===== config.mk =====
export PLATFORM = sky130hd
export DESIGN_NAME = i2c_cmd_master
export DESIGN_NICKNAME = d
export VERILOG_FILES = /design/src/rtl/i2c_cmd_pkg.sv /design/src/rtl/i2c_qtick.sv /design/src/rtl/i2c_shreg.sv /design/src/rtl/i2c_cmd_master.sv
export SDC_FILE = /design/constraint.sdc
export NUM_CORES = 1
export LEC_CHECK = 0
export ABC_AREA = 1
export BUFFER_PORTS_ARGS = -buffer_cell sky130_fd_sc_hd__buf_2
export CAP_MARGIN = 10
export CELL_PAD_IN_SITES_DETAIL_PLACEMENT = 1
export CELL_PAD_IN_SITES_GLOBAL_PLACEMENT = 1
export CORE_UTILIZATION = 44
export CTS_CLUSTER_DIAMETER = 150
export DETAILED_ROUTE_END_ITERATION = 8
export PLACE_DENSITY = 0.88
export SYNTH_ARGS = -nofsm -noshare
export SYNTH_HDL_FRONTEND = slang
export SYNTH_SLANG_ARGS = --single-unit

===== constraint.sdc =====
create_clock -name clk -period 3.85 [get_ports clk]
set_input_delay 1.155 -clock clk [delete_from_list [all_inputs] [get_ports clk]]
set_output_delay 1.155 -clock clk [all_outputs]
set_load 0.005 [all_outputs]

===== src/rtl/i2c_cmd_pkg.sv =====
package i2c_cmd_pkg;
  localparam int BYTE_W = 8;

  localparam int OFS_SADDR  = 'h00;
  localparam int OFS_CMD    = 'h04;
  localparam int OFS_DATA   = 'h08;
  localparam int OFS_PERIOD = 'h0C;
  localparam int OFS_IMASK  = 'h10;
  localparam int OFS_RAW    = 'h14;
  localparam int OFS_MASKED = 'h18;
  localparam int OFS_ICLR   = 'h1C;
  localparam int OFS_CFG    = 'h20;

  localparam logic [BYTE_W-1:0] CFG_KEEP = 8'h31;
  localparam int EN_BIT = 4;

  typedef enum logic [2:0] {
    ST_IDLE, ST_CHECK, ST_START, ST_ABYTE, ST_DBYTE, ST_STOP
  } ctl_state_e;
endpackage


===== src/rtl/i2c_qtick.sv =====
// Quarter-bit strobe: one pulse every QUART*(prd+1) clocks while run is high.
module i2c_qtick #(
  parameter int QUART = 5,
  parameter int PRD_W = 8
) (
  input  logic             clk,
  input  logic             rst,
  input  logic             run,
  input  logic [PRD_W-1:0] prd,
  output logic             qtick
);
  localparam int CNT_W = PRD_W + $clog2(QUART + 1) + 1;

  logic [CNT_W-1:0] cnt;
  logic [CNT_W-1:0] limit;

  assign limit = CNT_W'(QUART) * (CNT_W'(prd) + CNT_W'(1)) - CNT_W'(1);
  assign qtick = run && (cnt == limit);

  always_ff @(posedge clk) begin
    if (rst || !run || qtick) cnt <= '0;
    else                      cnt <= cnt + 1'b1;
  end
endmodule


===== src/rtl/i2c_shreg.sv =====
// Byte shifter: parallel load, MSB-first shift with serial fill.
module i2c_shreg #(
  parameter int W = 8
) (
  input  logic         clk,
  input  logic         rst,
  input  logic         load,
  input  logic [W-1:0] din,
  input  logic         shift,
  input  logic         sin,
  output logic [W-1:0] q
);
  always_ff @(posedge clk) begin
    if (rst)        q <= '0;
    else if (load)  q <= din;
    else if (shift) q <= {q[W-2:0], sin};
  end
endmodule


===== src/rtl/i2c_cmd_master.sv =====
module i2c_cmd_master
  import i2c_cmd_pkg::*;
#(
  parameter int ADDR_W   = 6,
  parameter int PRD_W    = 8,
  parameter int DIV_BASE = 20
) (
  input  logic              clk,
  input  logic              rst,
  input  logic [ADDR_W-1:0] bus_addr,
  input  logic              bus_we,
  input  logic [BYTE_W-1:0] bus_wdata,
  output logic [BYTE_W-1:0] bus_rdata,
  input  logic              sda_in,
  output logic              scl_oe,
  output logic              sda_oe,
  output logic              irq
);
  localparam int QUART = DIV_BASE / 4;
  localparam logic [3:0] ACK_SLOT = 4'd8;

  ctl_state_e        state;
  logic [BYTE_W-1:0] saddr, mdata, cfg, sh_q, sh_din, status;
  logic [PRD_W-1:0]  prd;
  logic              imask, raw;
  logic              err, adr_nak, dat_nak, arb, held;
  logic              run_p, stop_p, samp;
  logic [1:0]        q;
  logic [3:0]        bitn;
  logic              busy, cmd_hit, accept, timed, qtick;
  logic              sh_load, sh_shift, rd_dir, in_byte;
  logic              scl_lvl, sda_lvl;

  assign busy    = (state != ST_IDLE);
  assign cmd_hit = bus_we && (bus_addr == ADDR_W'(OFS_CMD));
  assign accept  = cmd_hit && cfg[EN_BIT] && !busy;
  assign timed   = (state == ST_START) || (state == ST_ABYTE) ||
                   (state == ST_DBYTE) || (state == ST_STOP);
  assign rd_dir  = saddr[0];
  assign in_byte = (state == ST_ABYTE) || (state == ST_DBYTE);
  assign status  = {1'b0, held, !busy && !held, arb, dat_nak, adr_nak, err, busy};

  assign sh_load  = accept || (state == ST_CHECK && held && run_p);
  assign sh_din   = (state == ST_IDLE) ? saddr : (rd_dir ? 8'hFF : mdata);
  assign sh_shift = in_byte && qtick && (q == 2'd3) && (bitn != ACK_SLOT);

  i2c_qtick #(.QUART(QUART), .PRD_W(PRD_W)) u_qtick (
    .clk(clk), .rst(rst), .run(timed), .prd(prd), .qtick(qtick)
  );

  i2c_shreg #(.W(BYTE_W)) u_shreg (
    .clk(clk), .rst(rst), .load(sh_load), .din(sh_din),
    .shift(sh_shift), .sin(samp), .q(sh_q)
  );

  // Register writes and command sequencing.
  always_ff @(posedge clk) begin
    if (rst) begin
      state <= ST_IDLE;
      saddr <= '0; mdata <= '0; cfg <= '0; prd <= PRD_W'(1);
      imask <= 1'b0; raw <= 1'b0;
      err <= 1'b0; adr_nak <= 1'b0; dat_nak <= 1'b0; arb <= 1'b0; held <= 1'b0;
      run_p <= 1'b0; stop_p <= 1'b0; samp <= 1'b0; q <= '0; bitn <= '0;
    end else begin
      if (bus_we) begin
        case (bus_addr)
          ADDR_W'(OFS_SADDR):  saddr <= bus_wdata;
          ADDR_W'(OFS_DATA):   mdata <= bus_wdata;
          ADDR_W'(OFS_PERIOD): prd   <= PRD_W'(bus_wdata);
          ADDR_W'(OFS_IMASK):  imask <= bus_wdata[0];
          ADDR_W'(OFS_ICLR):   if (bus_wdata[0]) raw <= 1'b0;
          ADDR_W'(OFS_CFG):    cfg   <= bus_wdata & CFG_KEEP;
          default: ;
        endcase
      end
      case (state)
        ST_IDLE: if (accept) begin
          err <= 1'b0; adr_nak <= 1'b0; dat_nak <= 1'b0;
          run_p <= bus_wdata[0]; stop_p <= bus_wdata[2];
          q <= '0; bitn <= '0;
          state <= (bus_wdata[1] && !held) ? ST_START : ST_CHECK;
        end
        ST_CHECK: begin
          q <= '0; bitn <= '0;
          if (!held) begin
            err <= 1'b1; state <= ST_IDLE;
          end else if (run_p)  state <= ST_DBYTE;
          else if (stop_p)     state <= ST_STOP;
          else                 state <= ST_IDLE;
        end
        ST_START: if (qtick) begin
          q <= q + 1'b1;
          if (q == 2'd3) begin bitn <= '0; state <= ST_ABYTE; end
        end
        ST_ABYTE, ST_DBYTE: if (qtick) begin
          q <= q + 1'b1;
          if (q == 2'd2) begin
            samp <= sda_in;
            if (state == ST_ABYTE && bitn != ACK_SLOT && sh_q[BYTE_W-1] && !sda_in) begin
              arb <= 1'b1; err <= 1'b1; state <= ST_IDLE;
            end
          end
          if (q == 2'd3 && bitn != ACK_SLOT) bitn <= bitn + 1'b1;
          if (q == 2'd3 && bitn == ACK_SLOT) begin
            if (state == ST_ABYTE) begin
              if (!samp) begin held <= 1'b1; arb <= 1'b0; state <= ST_CHECK; end
              else begin adr_nak <= 1'b1; err <= 1'b1; state <= ST_STOP; end
            end else begin
              raw <= 1'b1;
              if (rd_dir) mdata <= sh_q;
              else if (samp) begin dat_nak <= 1'b1; err <= 1'b1; end
              state <= stop_p ? ST_STOP : ST_IDLE;
            end
          end
        end
        ST_STOP: if (qtick) begin
          q <= q + 1'b1;
          if (q == 2'd3) begin held <= 1'b0; state <= ST_IDLE; end
        end
        default: state <= ST_IDLE;
      endcase
    end
  end

  // Line levels per phase and quarter.
  always_comb begin
    scl_lvl = 1'b1;
    sda_lvl = 1'b1;
    case (state)
      ST_IDLE, ST_CHECK: scl_lvl = !held;
      ST_START: begin scl_lvl = (q < 2'd2); sda_lvl = (q == 2'd0); end
      ST_ABYTE: begin
        scl_lvl = (q == 2'd1) || (q == 2'd2);
        sda_lvl = (bitn == ACK_SLOT) ? 1'b1 : sh_q[BYTE_W-1];
      end
      ST_DBYTE: begin
        scl_lvl = (q == 2'd1) || (q == 2'd2);
        if (bitn == ACK_SLOT) sda_lvl = rd_dir ? stop_p : 1'b1;
        else                  sda_lvl = rd_dir ? 1'b1 : sh_q[BYTE_W-1];
      end
      ST_STOP: begin scl_lvl = (q != 2'd0); sda_lvl = (q >= 2'd2); end
      default: ;
    endcase
  end

  // Registered outputs.
  always_ff @(posedge clk) begin
    if (rst) begin
      scl_oe <= 1'b0; sda_oe <= 1'b0; irq <= 1'b0; bus_rdata <= '0;
    end else begin
      scl_oe <= !scl_lvl;
      sda_oe <= !sda_lvl;
      irq    <= raw & imask;
      case (bus_addr)
        ADDR_W'(OFS_SADDR):  bus_rdata <= saddr;
        ADDR_W'(OFS_CMD):    bus_rdata <= status;
        ADDR_W'(OFS_DATA):   bus_rdata <= mdata;
        ADDR_W'(OFS_PERIOD): bus_rdata <= BYTE_W'(prd);
        ADDR_W'(OFS_IMASK):  bus_rdata <= {7'b0, imask};
        ADDR_W'(OFS_RAW):    bus_rdata <= {7'b0, raw};
        ADDR_W'(OFS_MASKED): bus_rdata <= {7'b0, raw & imask};
        ADDR_W'(OFS_CFG):    bus_rdata <= cfg;
        default:             bus_rdata <= '0;
      endcase
    end
  end
endmodule


After elaboration in Yosys (flattened, before gate mapping)
Cells that the tools add are included.

Register bits: 77. Output and inout bits: 11. Logic and storage cells: 208.

Add/subtract/negate cells: 5. $mul: 1. Magnitude comparators: 2. Equal/unequal tests: 36. Mux-type cells: 82. Bitwise gates (word level): 1. Reductions and logical operators: 58.

Operator list (count): $mux W8 (11); $pmux W8 S8 (1); $mux W3 (14); $mux W1 (39); $eq A6 B5 Y1 const B (4); $mux W4 (5); $logic_and A1 B1 Y1 (16); $ne A2 B1 Y1 const B (8); $pmux W4 S4 (1); $pmux W3 S5 (1); $ne A2 B2 Y1 const B (7); $reduce_and A7 Y1 (2); $add A12 B1 Y12 const B (1); $eq A12 B12 Y1 (1); $eq A6 B4 Y1 const B (2); $mul A3 B12 Y12 const A (1); $reduce_and A2 Y1 (6); $reduce_and A6 Y1 (2); $sub A12 B1 Y12 const B (1); $add A8 B1 Y9 const B (1); $reduce_bool A3 Y1 (3); $logic_or A1 B1 Y1 (8); $pmux W1 S4 (2); $reduce_and A8 Y1 (1); 29 further kinds (47).

Longest topological paths before layout
Gate-level depths: netlist of the first run.

Depth after elaboration: 12. Gate-level depth with buffers: 27. Depth with buffers taken out: 27.

Modules after synthesis
Synthesis of the first run repeated with hierarchy kept, for this count alone.

Cell total of the unflattened synthesis: 789. Area total of the unflattened synthesis: 5157.4 um^2.

By module, submodules not included: i2c_cmd_master (times used 1, cells each 467, area each 3133.0 um^2); i2c_qtick (times used 1, cells each 259, area each 1612.8 um^2); i2c_shreg (times used 1, cells each 63, area each 411.6 um^2).

Least setup slack after synthesis of the first run
Ideal clock, no wire load.

Path kind: register to register. From: reg prd[0]. To: reg u_shreg.q[7]. Library setup time: 116 ps. Arrival: 3300 ps. Setup slack: 434 ps. Stages on the path, launching flop included: 23. Cells stage by stage: dfxtp_1 > ha_1 > nand3_1 > xor2_1 > inv_1 > xor2_1 > ha_1 > o21bai_1 > ha_1 > nand2_1 > inv_1 > a21oi_1 > nand3_1 > nand3_1 > nand2_1 > nor2_4 > nand3_2 > nor2_1 > nand2_1 > nand2_2 > inv_2 > nor2_1 > nor2_1.

Word-level cells in the longest chain between the ends: 9.

RTL lines: from (decl) (line i2c_cmd_master.sv:24) `logic [PRD_W-1:0] prd;`; from (signal assigned) (line i2c_cmd_master.sv:69) `ADDR_W'(OFS_PERIOD): prd <= PRD_W'(bus_wdata);`; $add A8 B1 Y9 (line i2c_qtick.sv:17) `assign limit = CNT_W'(QUART) * (CNT_W'(prd) + CNT_W'(1)) - CNT_W'(1);`; $mul A3 B12 Y12 (line i2c_qtick.sv:17); $sub A12 B1 Y12 (line i2c_qtick.sv:17); $eq A12 B12 Y1 (line i2c_qtick.sv:18) `assign qtick = run && (cnt == limit);`; $logic_and A1 B1 Y1 (line i2c_qtick.sv:18); $logic_and A1 B1 Y1 (3 in series) (line i2c_cmd_master.sv:45) `assign sh_shift = in_byte && qtick && (q == 2'd3) && (bitn != ACK_SLOT);`; $reduce_bool A2 Y1 (no source line); to (signal assigned) (line i2c_shreg.sv:15) `else if (load) q <= din;`; to (signal assigned) (line i2c_shreg.sv:16) `else if (shift) q <= {q[W-2:0], sin};`; to (decl) (line i2c_shreg.sv:11) `output logic [W-1:0] q`.

Every way passes these cells. A chain may end at the register's enable or synchronous reset.

Final worst setup path of the first run
From: reg prd[0]. To: reg mdata[6].

Word-level cells in the longest chain between the ends: 7.

RTL lines: $add A8 B1 Y9 (line i2c_qtick.sv:17); $mul A3 B12 Y12 (line i2c_qtick.sv:17); $sub A12 B1 Y12 (line i2c_qtick.sv:17); $eq A12 B12 Y1 (line i2c_qtick.sv:18); $logic_and A1 B1 Y1 (line i2c_qtick.sv:18); $mux W8 (line i2c_cmd_master.sv:95) `ST_ABYTE, ST_DBYTE: if (qtick) begin`; $mux W8 (line i2c_cmd_master.sv:76) `case (state)`; to (signal assigned) (line i2c_cmd_master.sv:68) `ADDR_W'(OFS_DATA): mdata <= bus_wdata;`; to (signal assigned) (line i2c_cmd_master.sv:110) `if (rd_dir) mdata <= sh_q;`; to (decl) (line i2c_cmd_master.sv:23) `logic [BYTE_W-1:0] saddr, mdata, cfg, sh_q, sh_din, status;`.

Every way passes these cells.

==> results.py, run 1 <==
metrics = {
    "cts": {
        "tritoncts": "yes",
        "cts.sinks": 77,
        "clk_pin_slew_ps": 70,
        "cts_max_path_buffers": 2,
        "cts-htree-levels": 3,
        "cts_made_buffers": 9,
        "root_buffer": "clkbuf_16",
        "worst_skew_pair.late_latency_ps": 360,
        "hold_buffers": 0,
    },
    "critical_path": {
        "r2r_end": "mdata[6]$_SDFF_PP0_",
        "crit_path_end_kind": "flip-flop",
        "rr_worst_depth": 22,
        "required_ps": 4100,
        "endpoint_arrival_time_on_the_critical_path_ps": 4440,
        "r2r_setup_slack_ps": -340,
        "reg2reg_from": "prd[0]$_SDFFE_PP1P_",
        "worst-path-max-fanout": 8,
        "startpoint_type": "flip-flop",
        "path_class": "reg -> reg",
    },
    "global_route": {
        "global_route_wire_length_before_repair_mm": 27.3,
        "track_usage_pct": 30.4,
        "first_global_vias": 5621,
        "grt_start_max_net_pins": 45,
        "grt_antenna_before_repair": 0,
        "grt_remaining_overflow": 0,
    },
    "worst_hold_path": {
        "min_to": "adr_nak$_SDFFE_PP0P_",
        "hold_crit_class": "reg -> reg",
        "min_delay_path_depth": 2,
        "holdCritStartpoint": "adr_nak$_SDFFE_PP0P_",
    },
    "logic_synthesis": {
        "largest_cells_by_area_after_synthesis": "dfxtp_1 31%, nand2_1 14%, inv_1 8.5%",
        "seq_area_frac_synth_pct": 30.5,
        "synth-edff-count": 0,
        "post-synth-top-count-cell": "nand2_1",
        "netlist_area_sq_um": 5050,
        "yosys_top_cell_area_share_pct": 30.5,
        "number_of_flip_flops_and_latches_in_the_synthesized_netlist": 77,
        "synth_fp_nets": 826,
        "yosys-top-cells-count": "190 x nand2_1, 114 x inv_1, 101 x nor2_1",
        "yosys.cell_types.count": 49,
        "syn_avg_cell_area_sq_um": 6.45,
        "ys_dominant_reg_cell": "dfxtp_1",
        "synth_cells": 783,
        "async_reset_ff_share_pct": 0,
        "synth.largest_area_cell": "dfxtp_1",
        "synth.yosys.warnings": 0,
    },
    "finish": {
        "multi_input_comb_area_sq_um": 3510,
        "fillCellCount": 1430,
        "nNetsFinal": 872,
        "postLayoutCoreUtil_pct": 57.3,
        "drive_gt1_share_pct": 21.5,
        "sequential_cell_area_sq_um": 1550,
        "antenna-diode-count": 0,
        "syn_to_final_growth_pct": 25.1,
        "stdcell_count": 974,
    },
    "route": {
        "drc_violations_left": 0,
        "detail_route.iter0.violations": 588,
        "routed_wirelength_mm": 21.8,
        "final_antenna_net_count": 0,
        "post_drt_wl_per_cell_um": 22.4,
        "route.vias.total": 5895,
        "vias_per_cell": 6.05,
        "pre_repair_dr_iteration_count": 6,
    },
    "power_and_ir_drop": {
        "switching_power_summed_over_all_nets_mw": 0.997,
        "power_switching_share_pct": 38.3,
        "p_int_mw": 1.61,
        "clock_power_share_pct": 35.3,
        "vdd.ir_drop.worst_v": 0.000246,
        "pwr-share-seq_pct": 35.1,
        "power_per_cell_area_nw_per_um2": 412,
        "p_leak_nw": 2.75,
        "power_frac_comb_pct": 29.6,
    },
    "place": {
        "dp_worst_setup_slack_ps": -222,
        "detailed_place_hpwl_mm": 12.6,
        "routabilityCongestion": 0.912,
        "place.port_buffers": 28,
        "place_inst": 938,
    },
    "job": {
        "max_capacitance_violation_count": 0,
    },
    "floorplanning": {
        "floorplan.die.height_um": 109,
        "design.die.area_sq_um": 11900,
        "core_sq_um": 11000,
        "core.rowCount": 38,
        "dieWidth_um": 109,
        "top_ports": 29,
        "initial_utilization_pct": 45.8,
    },
    "timing": {
        "final_critical_path_setup_slack_ps": -342,
        "finalSetupViolations": 44,
        "final-max-slew-violation-count": 0,
        "timing_hold_violations_final": 0,
        "post-route-period-util_pct": 109,
        "hold_ws_ps": 473,
        "worst_pin_slew_ps": 750,
        "timing.clock.skew_ps": 12.3,
        "fin_tns_setup_ps": -10410,
        "fmax_ghz": 0.239,
        "timing.max_slew.rel_slack_pct": 49.5,
        "min_period_ps": 4190,
        "grt_setup_unrepaired": "yes",
    },
    "run_status": {
        "violations": "negative setup slack",
        "status": "finished, violations left",
    },
}
==> critical path, cell delays in order, from the launching register on <==
cell,delay (ps)
dfxtp_4,390
nand2_4,80
nor2_4,110
nand2_2,100
nor2_4,230
nand3_2,160
xor2_2,310
inv_1,140
ha_4,180
o21bai_2,210
ha_4,360
nand2_4,100
nor2_1,360
nand2_1,160
nand2_1,120
nand2_1,80
nand2_2,160
nand4_4,140
nor2_4,220
nand2_4,100
buf_6,160
nor2_2,110
nor2_1,80
==> per-layer routing <==
| metal | global-route usage, % | vias to the layer above | part of all wire [%] |
|---|---|---|---|
| li1 | - | 2621 | - |
| met2 | 52.5 | 307 | 49 |
| met4 | 17.0 | 0 | 5.4 |
| met1 | 35.1 | 2865 | 38 |
| met3 | 5.62 | 102 | 7.3 |
| met5 | 0 | - | 0 |
==> repair_timing <==
item / in CTS / in global routing
pin swaps: 3 / 45
setup buffers: 0 / 18
gates cloned: 0 / 2
endpoints found under the setup margin: 37 / 44
gates resized for setup: 20 / 108
==> power groups by stage <==
| stage | Combinational [mW] | Sequential [mW] | Clock (mW) |
|---|---|---|---|
| after floorplan | 0.491 | 0.906 | 0 |
| after global placement | 0.619 | 0.924 | 0 |
| after detailed placement | 0.654 | 0.929 | 0 |
| after CTS | 0.683 | 0.912 | 0.895 |
| after global routing | 0.848 | 0.919 | 0.945 |
| final | 0.772 | 0.914 | 0.919 |
==> area by class of cell <==
class	count	area share, %
Timing Repair Buffer	49	5.15
Tap cell	140	2.77
Clock inverter	5	0.950
Sequential cell	77	24.6
Inverter	119	7.22
Multi-Input combinational cell	573	55.5
Clock buffer	11	3.84
==> registers in the layout, summed over array words and instances, names as in the netlist <==
signal	count
sda_oe	1
bitn	4
q	2
dat_nak	1
state	3
imask	1
cfg	3
u_qtick.cnt	12
err	1
samp	1
held	1
prd	8
mdata	8
run_p	1
raw	1
stop_p	1
bus_rdata	8
scl_oe	1
saddr	8
u_shreg.q	8
arb	1
irq	1
adr_nak	1
==> layout by cell type (no fill, tap or decap), drive strengths merged, types with 2 or more instances in the layout <==
cell     synthesis  final
a211oi           2      2
a21o             2      2
a21oi           54     54
a221oi           5      5
and3             2      2
buf              7     49
clkbuf           9     11
clkinv           1      4
dfxtp           77     77
fa               2      2
ha              23     23
inv            118    118
nand2          200    202
nand3           36     36
nand3b           3      3
nand4           11     11
nor2           105    105
nor3            15     15
nor3b            4      4
nor4             3      3
o2111ai          2      2
o21ai           57     57
o21bai           2      2
o22ai           11     11
or2              2      2
xnor2            7      7
xor2            14     14
==> worst max-delay path by stage <==
stage | from | endpoint | slack [ps] | cells after the start
after detailed placement | prd[1]$_SDFFE_PP0P_ | u_shreg.q[1]$_SDFFE_PP0P_ | -220 | 24
final | prd[0]$_SDFFE_PP1P_ | mdata[6]$_SDFF_PP0_ | -340 | 22
after floorplan | prd[0]$_SDFFE_PP1P_ | u_shreg.q[7]$_SDFFE_PP0P_ | 430 | 22
after global placement | prd[1]$_SDFFE_PP0P_ | u_shreg.q[4]$_SDFFE_PP0P_ | 160 | 22
after CTS | prd[0]$_SDFFE_PP1P_ | state[1]$_SDFFE_PP0P_ | 20 | 25
after global routing | prd[1]$_SDFFE_PP0P_ | bitn[1]$_SDFFE_PP0P_ | -470 | 21
==> kinds of logic (layout without fill, tap and decap cells) <==
group / Yosys count / count (layout) / share of synthesized area, %
AND/OR/NAND/NOR: 382 / 384 / 33.1
AO/OA/AOI/OAI: 143 / 143 / 15.9
XOR/XNOR: 21 / 21 / 3.64
flip-flops: 77 / 77 / 30.5
adder cells (fa/ha/maj): 25 / 25 / 6.49
buffers and inverters: 135 / 184 / 10.4
==> stage by stage <==
stage          power [mW]  cell area (sq um)
3_3_place_gp         1.54               5310
5_1_grt              2.71               6320
2_1_floorplan        1.40               5050
6_report             2.61               6320
4_1_cts              2.49               5720
3_5_place_dp         1.58               5310
Note: power is estimated with default switching activity, not from simulation.
==> inputs of run 2 (changes only) <==
CORE_MARGIN = 2   (was unset)
CORE_UTILIZATION = 45   (was 44)
CTS_BUF_LIST = sky130_fd_sc_hd__clkbuf_4   (was unset)
PLACE_DENSITY = 0.89   (was 0.88)
==> results.py, run 2 (synthesis results as in run 1) <==
metrics = {
    "global_route": {
        "global_route_wire_length_before_repair_mm": 26.1,
        "grt_start_max_net_pins": 45,
        "track_usage_pct": 28.0,
        "grt_antenna_before_repair": 0,
        "grt_remaining_overflow": 0,
        "first_global_vias": 5483,
    },
    "power_and_ir_drop": {
        "power_per_cell_area_nw_per_um2": 353,
        "pwr-share-seq_pct": 42.3,
        "p_leak_nw": 2.65,
        "vdd.ir_drop.worst_v": 0.000245,
        "power_frac_comb_pct": 35.5,
        "p_int_mw": 1.22,
        "power_switching_share_pct": 43.2,
        "switching_power_summed_over_all_nets_mw": 0.927,
        "clock_power_share_pct": 22.1,
    },
    "timing": {
        "fin_tns_setup_ps": -6290,
        "final_critical_path_setup_slack_ps": -299,
        "fmax_ghz": 0.241,
        "finalSetupViolations": 42,
        "timing.max_slew.rel_slack_pct": 56.3,
        "timing.clock.skew_ps": 29.1,
        "final-max-slew-violation-count": 0,
        "min_period_ps": 4150,
        "worst_pin_slew_ps": 650,
        "post-route-period-util_pct": 108,
        "timing_hold_violations_final": 0,
    },
    "route": {
        "pre_repair_dr_iteration_count": 5,
        "detail_route.iter0.violations": 446,
        "route.vias.total": 5770,
        "drc_violations_left": 0,
        "final_antenna_net_count": 0,
        "post_drt_wl_per_cell_um": 22.2,
        "vias_per_cell": 5.94,
        "routed_wirelength_mm": 21.5,
    },
    "critical_path": {
        "required_ps": 4270,
        "crit_path_end_kind": "flip-flop",
        "path_class": "reg -> reg",
        "startpoint_type": "flip-flop",
        "worst-path-max-fanout": 5,
        "endpoint_arrival_time_on_the_critical_path_ps": 4570,
    },
    "place": {
        "detailed_place.area_sq_um": 5320,
        "place_inst": 939,
        "dp_worst_setup_slack_ps": -110,
        "routabilityCongestion": 0.909,
        "detailed_place_hpwl_mm": 12.6,
        "place.port_buffers": 28,
    },
    "finish": {
        "layout.cells.most_common": "nand2_1",
        "antenna-diode-count": 0,
        "nNetsFinal": 869,
        "stdcell_count": 971,
        "regMostFlops": "u_qtick.cnt",
        "syn_to_final_growth_pct": 20.3,
        "postLayoutCoreUtil_pct": 55.8,
        "layout_common_cells": "170 x nand2_1, 106 x inv_1, 89 x nor2_1",
        "design_area_sq_um": 6080,
        "drive_gt1_share_pct": 20.6,
        "flip_flop_count_of_the_largest_register_after_layout": 12,
    },
    "cts": {
        "root_buffer": "clkbuf_4",
        "hold_buffers": 0,
        "cts.sinks": 77,
        "cts_made_buffers": 9,
        "worst_skew_pair.late_latency_ps": 500,
        "cts_max_path_buffers": 2,
        "tritoncts": "yes",
        "cts-htree-levels": 3,
        "clk_pin_slew_ps": 150,
    },
    "floorplanning": {
        "core.rowCount": 38,
        "design.die.area_sq_um": 12100,
        "dieWidth_um": 110,
        "top_ports": 29,
        "initial_utilization_pct": 46.4,
        "core_sq_um": 10900,
        "floorplan.die.height_um": 110,
    },
    "worst_hold_path": {
        "hold_crit_class": "reg -> reg",
    },
    "job": {
        "max_capacitance_violation_count": 0,
    },
    "run_status": {
        "violations": "negative setup slack",
        "status": "finished, violations left",
    },
}
run 2: cell count changes in the layout (fill, tap and decap cells not counted), sizes merged:
cell / before / now
nand2: 202 / 200
buf: 49 / 48
clkinv: 4 / 5
clkbuf: 11 / 9
bufinv: 1 / 0
clkinvlp: 1 / 3
run 2: final timing paths:
| check | start | to | slack, ps | cells past startpoint |
|---|---|---|---|---|
| worst min-delay path | adr_nak$_SDFFE_PP0P_ | adr_nak$_SDFFE_PP0P_ | 480 | 2 |
| worst max register to register | prd[1]$_SDFFE_PP0P_ | bitn[1]$_SDFFE_PP0P_ | -300 | 22 |
| worst max-delay path | prd[1]$_SDFFE_PP0P_ | bitn[1]$_SDFFE_PP0P_ | -300 | 22 |
| worst min register to register | adr_nak$_SDFFE_PP0P_ | adr_nak$_SDFFE_PP0P_ | 480 | 2 |
run 2: worst max-delay path, cell delays in order (launching register included):
cell	delay, ps
dfxtp_4	410
clkinvlp_4	160
nor2_4	150
nand2_4	90
nor2_4	220
nand3_2	120
xor2_2	260
inv_2	140
ha_4	360
ha_4	230
nand2_1	90
nand2_1	160
a21oi_2	220
nand3b_1	120
nand2_1	140
inv_2	70
nor3_4	210
nand4_1	300
nand2_2	220
nand2_2	80
nor2_4	150
nor2_1	50
nor2_1	100
run 2: cell type report:
cell class | instances | area, sq um
Clock buffer | 9 | 67.6
Clock inverter | 7 | 50.0
Fill cell | 1447 | 4810
Inverter | 119 | 450
Multi-Input combinational cell | 571 | 3490
Sequential cell | 77 | 1550
Tap cell | 140 | 175
Timing Repair Buffer | 48 | 294
run 2: metal layers:
metal | vias up | part of all wire (%) | GRT usage (%)
met5 | - | 0 | 0
li1 | 2618 | - | -
met4 | 0 | 6.6 | 12.2
met3 | 107 | 7.9 | 4.62
met2 | 263 | 46 | 47.1
met1 | 2782 | 39 | 35.2
run 2: repair_timing:
action,in CTS,in global routing
pin swaps,0,31
setup buffers,1,15
resized for setup,18,93
setup endpoints to repair,27,44
run 2: power by group through the flow:
stage / Combinational (mW) / Clock (mW) / Sequential (mW)
global placement: 0.617 / 0 / 0.922
detailed placement: 0.652 / 0 / 0.925
floorplan: 0.491 / 0 / 0.906
finish: 0.763 / 0.475 / 0.908
global route: 0.846 / 0.510 / 0.915
CTS: 0.674 / 0.464 / 0.907
run 2: stage by stage:
step / hold slack (ps) / total power [mW]
after global routing: 516 / 2.27
after CTS: 478 / 2.04
after global placement: 453 / 1.54
final: 483 / 2.15
after detailed placement: 458 / 1.58
after floorplan: 428 / 1.40
==> inputs of run 3 (changes only) <==
PLACE_DENSITY = unset   (was 0.89)
PLACE_DENSITY_LB_ADDON = 0.1   (was unset)
SLEW_MARGIN = 20   (was unset)
==> results.py, run 3 (synthesis results as in run 1) <==
metrics = {
    "run_status": {
        "status": "finished, violations left",
        "violations": "negative setup slack",
    },
    "critical_path": {
        "cpLargestDelayFamily": "simple AND/OR/NAND/NOR gates",
        "endpoint_arrival_time_on_the_critical_path_ps": 4240,
        "worst-path-max-fanout": 5,
        "count_of_buffering_cells_on_the_critical_path_with_inverters_included": 3,
        "reg2reg_from": "prd[0]$_SDFFE_PP1P_",
        "r2r_end": "bitn[1]$_SDFFE_PP0P_",
        "r2r_setup_slack_ps": -20,
        "crit_path_end_kind": "flip-flop",
        "cp.depth": 22,
        "required_ps": 4210,
        "startpoint_type": "flip-flop",
        "rr_worst_depth": 22,
        "crit_path_max_incr_delay_ps": 410,
        "crit_path_top_delay_cell": "dfxtp_4",
        "critical_path.cell_chain": "ha_4, nand3_4, nor2_2, nand2_1, nor2_1, inv_1, nand2_2, inv_1, ha_4, o21bai_1, ha_4, xnor2_2, nand4_1, nand2_2, nand3_2, nor3_4, nand4_1, nand2_2, buf_4, nand4_1, nand2_1, nor2_1",
        "path_class": "reg -> reg",
    },
    "timing": {
        "final-max-slew-violation-count": 0,
        "timing.clock.skew_ps": 31.2,
        "worst_pin_slew_ps": 655,
        "min_period_ps": 3870,
        "timing.max_slew.rel_slack_pct": 56.0,
        "fmax_ghz": 0.258,
        "final_critical_path_setup_slack_ps": -21.4,
        "post-route-period-util_pct": 101,
        "finalSetupViolations": 3,
        "timing_hold_violations_final": 0,
    },
    "global_route": {
        "grt_remaining_overflow": 0,
        "grt_antenna_before_repair": 1,
        "global_route_wire_length_before_repair_mm": 25.0,
        "track_usage_pct": 27.1,
        "first_global_vias": 5176,
        "grt_start_max_net_pins": 45,
    },
    "route": {
        "pre_repair_dr_iteration_count": 5,
        "routed_wirelength_mm": 17.4,
        "vias_per_cell": 5.55,
        "route.vias.total": 5343,
        "detail_route.iter0.violations": 280,
        "drc_violations_left": 0,
        "final_antenna_net_count": 0,
        "post_drt_wl_per_cell_um": 18.0,
    },
    "cts": {
        "cts.sinks": 77,
        "clk_pin_slew_ps": 160,
        "worst_skew_pair.late_latency_ps": 480,
        "cts-htree-levels": 3,
        "tritoncts": "yes",
        "root_buffer": "clkbuf_4",
        "cts_made_buffers": 9,
        "cts_max_path_buffers": 2,
    },
    "worst_hold_path": {
        "hold_crit_class": "reg -> reg",
        "min_to": "adr_nak$_SDFFE_PP0P_",
        "holdCritStartpoint": "adr_nak$_SDFFE_PP0P_",
        "min_delay_path_depth": 2,
    },
    "finish": {
        "flip_flop_count_of_the_largest_register_after_layout": 12,
        "layout.cells.most_common": "nand2_1",
        "nNetsFinal": 859,
        "regMostFlops": "u_qtick.cnt",
        "syn_to_final_growth_pct": 17.8,
        "drive_gt1_share_pct": 17.5,
        "postLayoutCoreUtil_pct": 54.6,
        "layout_common_cells": "172 x nand2_1, 112 x inv_1, 92 x nor2_1",
    },
    "job": {
        "max_capacitance_violation_count": 0,
    },
    "floorplanning": {
        "core.rowCount": 38,
        "core_sq_um": 10900,
        "initial_utilization_pct": 46.4,
        "top_ports": 29,
        "floorplan.die.height_um": 110,
        "dieWidth_um": 110,
        "design.die.area_sq_um": 12100,
    },
    "place": {
        "place.port_buffers": 28,
        "detailed_place_hpwl_mm": 12.3,
        "routabilityCongestion": 0.911,
    },
    "power_and_ir_drop": {
        "p_leak_nw": 2.61,
        "power_per_cell_area_nw_per_um2": 366,
        "post-layout-total-power_mw": 2.18,
        "vdd.ir_drop.worst_v": 0.000344,
    },
}
-- run 3: changes by cell type in the layout (fill, tap and decap cells not counted), sizes merged --
cell / before / now
buf: 48 / 38
clkinv: 5 / 4
diode: 0 / 1
bufinv: 0 / 1
clkinvlp: 3 / 1
inv: 118 / 120
-- run 3: metal layers --
metal | share of wire, % | global-route usage (%) | wire length [um]
met3 | 5.2 | 4.45 | 910
met2 | 49 | 44.1 | 8420
met4 | 2.2 | 10.6 | 383
met1 | 44 | 35.6 | 7640
met5 | 0 | 0 | 0
-- run 3: stage by stage --
step	worst slack, ps	hold WS (ps)	TNS, ps	instances	instance area, sq um
after floorplan	434	428	0	783	5050
after global placement	133	445	0	939	5320
after detailed placement	-30.7	452	-239	939	5320
after CTS	-1.39	473	-2.41	955	5490
after global routing	-233	514	-3920	962	5950
final	-21.4	475	-34.5	962	5950
-- run 3: how the worst max path moves through the flow --
stage | startpoint | slack, ps | endpoint
global route | prd[2]$_SDFFE_PP0P_ | -230 | bitn[3]$_SDFFE_PP0P_
floorplan | prd[0]$_SDFFE_PP1P_ | 430 | u_shreg.q[7]$_SDFFE_PP0P_
finish | prd[0]$_SDFFE_PP1P_ | -20 | bitn[1]$_SDFFE_PP0P_
CTS | prd[0]$_SDFFE_PP1P_ | -1 | u_shreg.q[7]$_SDFFE_PP0P_
detailed placement | prd[1]$_SDFFE_PP0P_ | -30 | dat_nak$_SDFFE_PP0P_
global placement | prd[0]$_SDFFE_PP1P_ | 130 | u_shreg.q[7]$_SDFFE_PP0P_
-- run 3: timing repair --
item	CTS	global route
gates cloned	0	0
setup endpoints to repair	21	44
pin swaps	0	26
gates resized for setup	5	82
hold buffers	0	0
buffers inserted	0	6
-- run 3: tightest hold or removal path: cells and delay by family, from the launching register on --
kind	cells	cell delay, ps
AO/OA/AOI/OAI	1	50
buffers and inverters	1	50
flip-flops	1	340
-- run 3: final cells by class --
type / count / area (sq um)
Inverter: 119 / 449
Fill cell: 1460 / 4940
Clock buffer: 9 / 67.6
Multi-Input combinational cell: 571 / 3400
Clock inverter: 7 / 72.6
Tap cell: 140 / 175
Timing Repair Buffer: 38 / 228
Sequential cell: 77 / 1550
Antenna cell: 1 / 2.50
-- run 3: where the power goes --
group | leakage (nW) | total [mW] | switching, mW | internal, mW
registers | 0.625 | 0.907 | 0.0554 | 0.852
logic | 1.91 | 0.734 | 0.504 | 0.230
clock network | 0.0744 | 0.535 | 0.335 | 0.200
total | 2.61 | 2.18 | 0.894 | 1.28
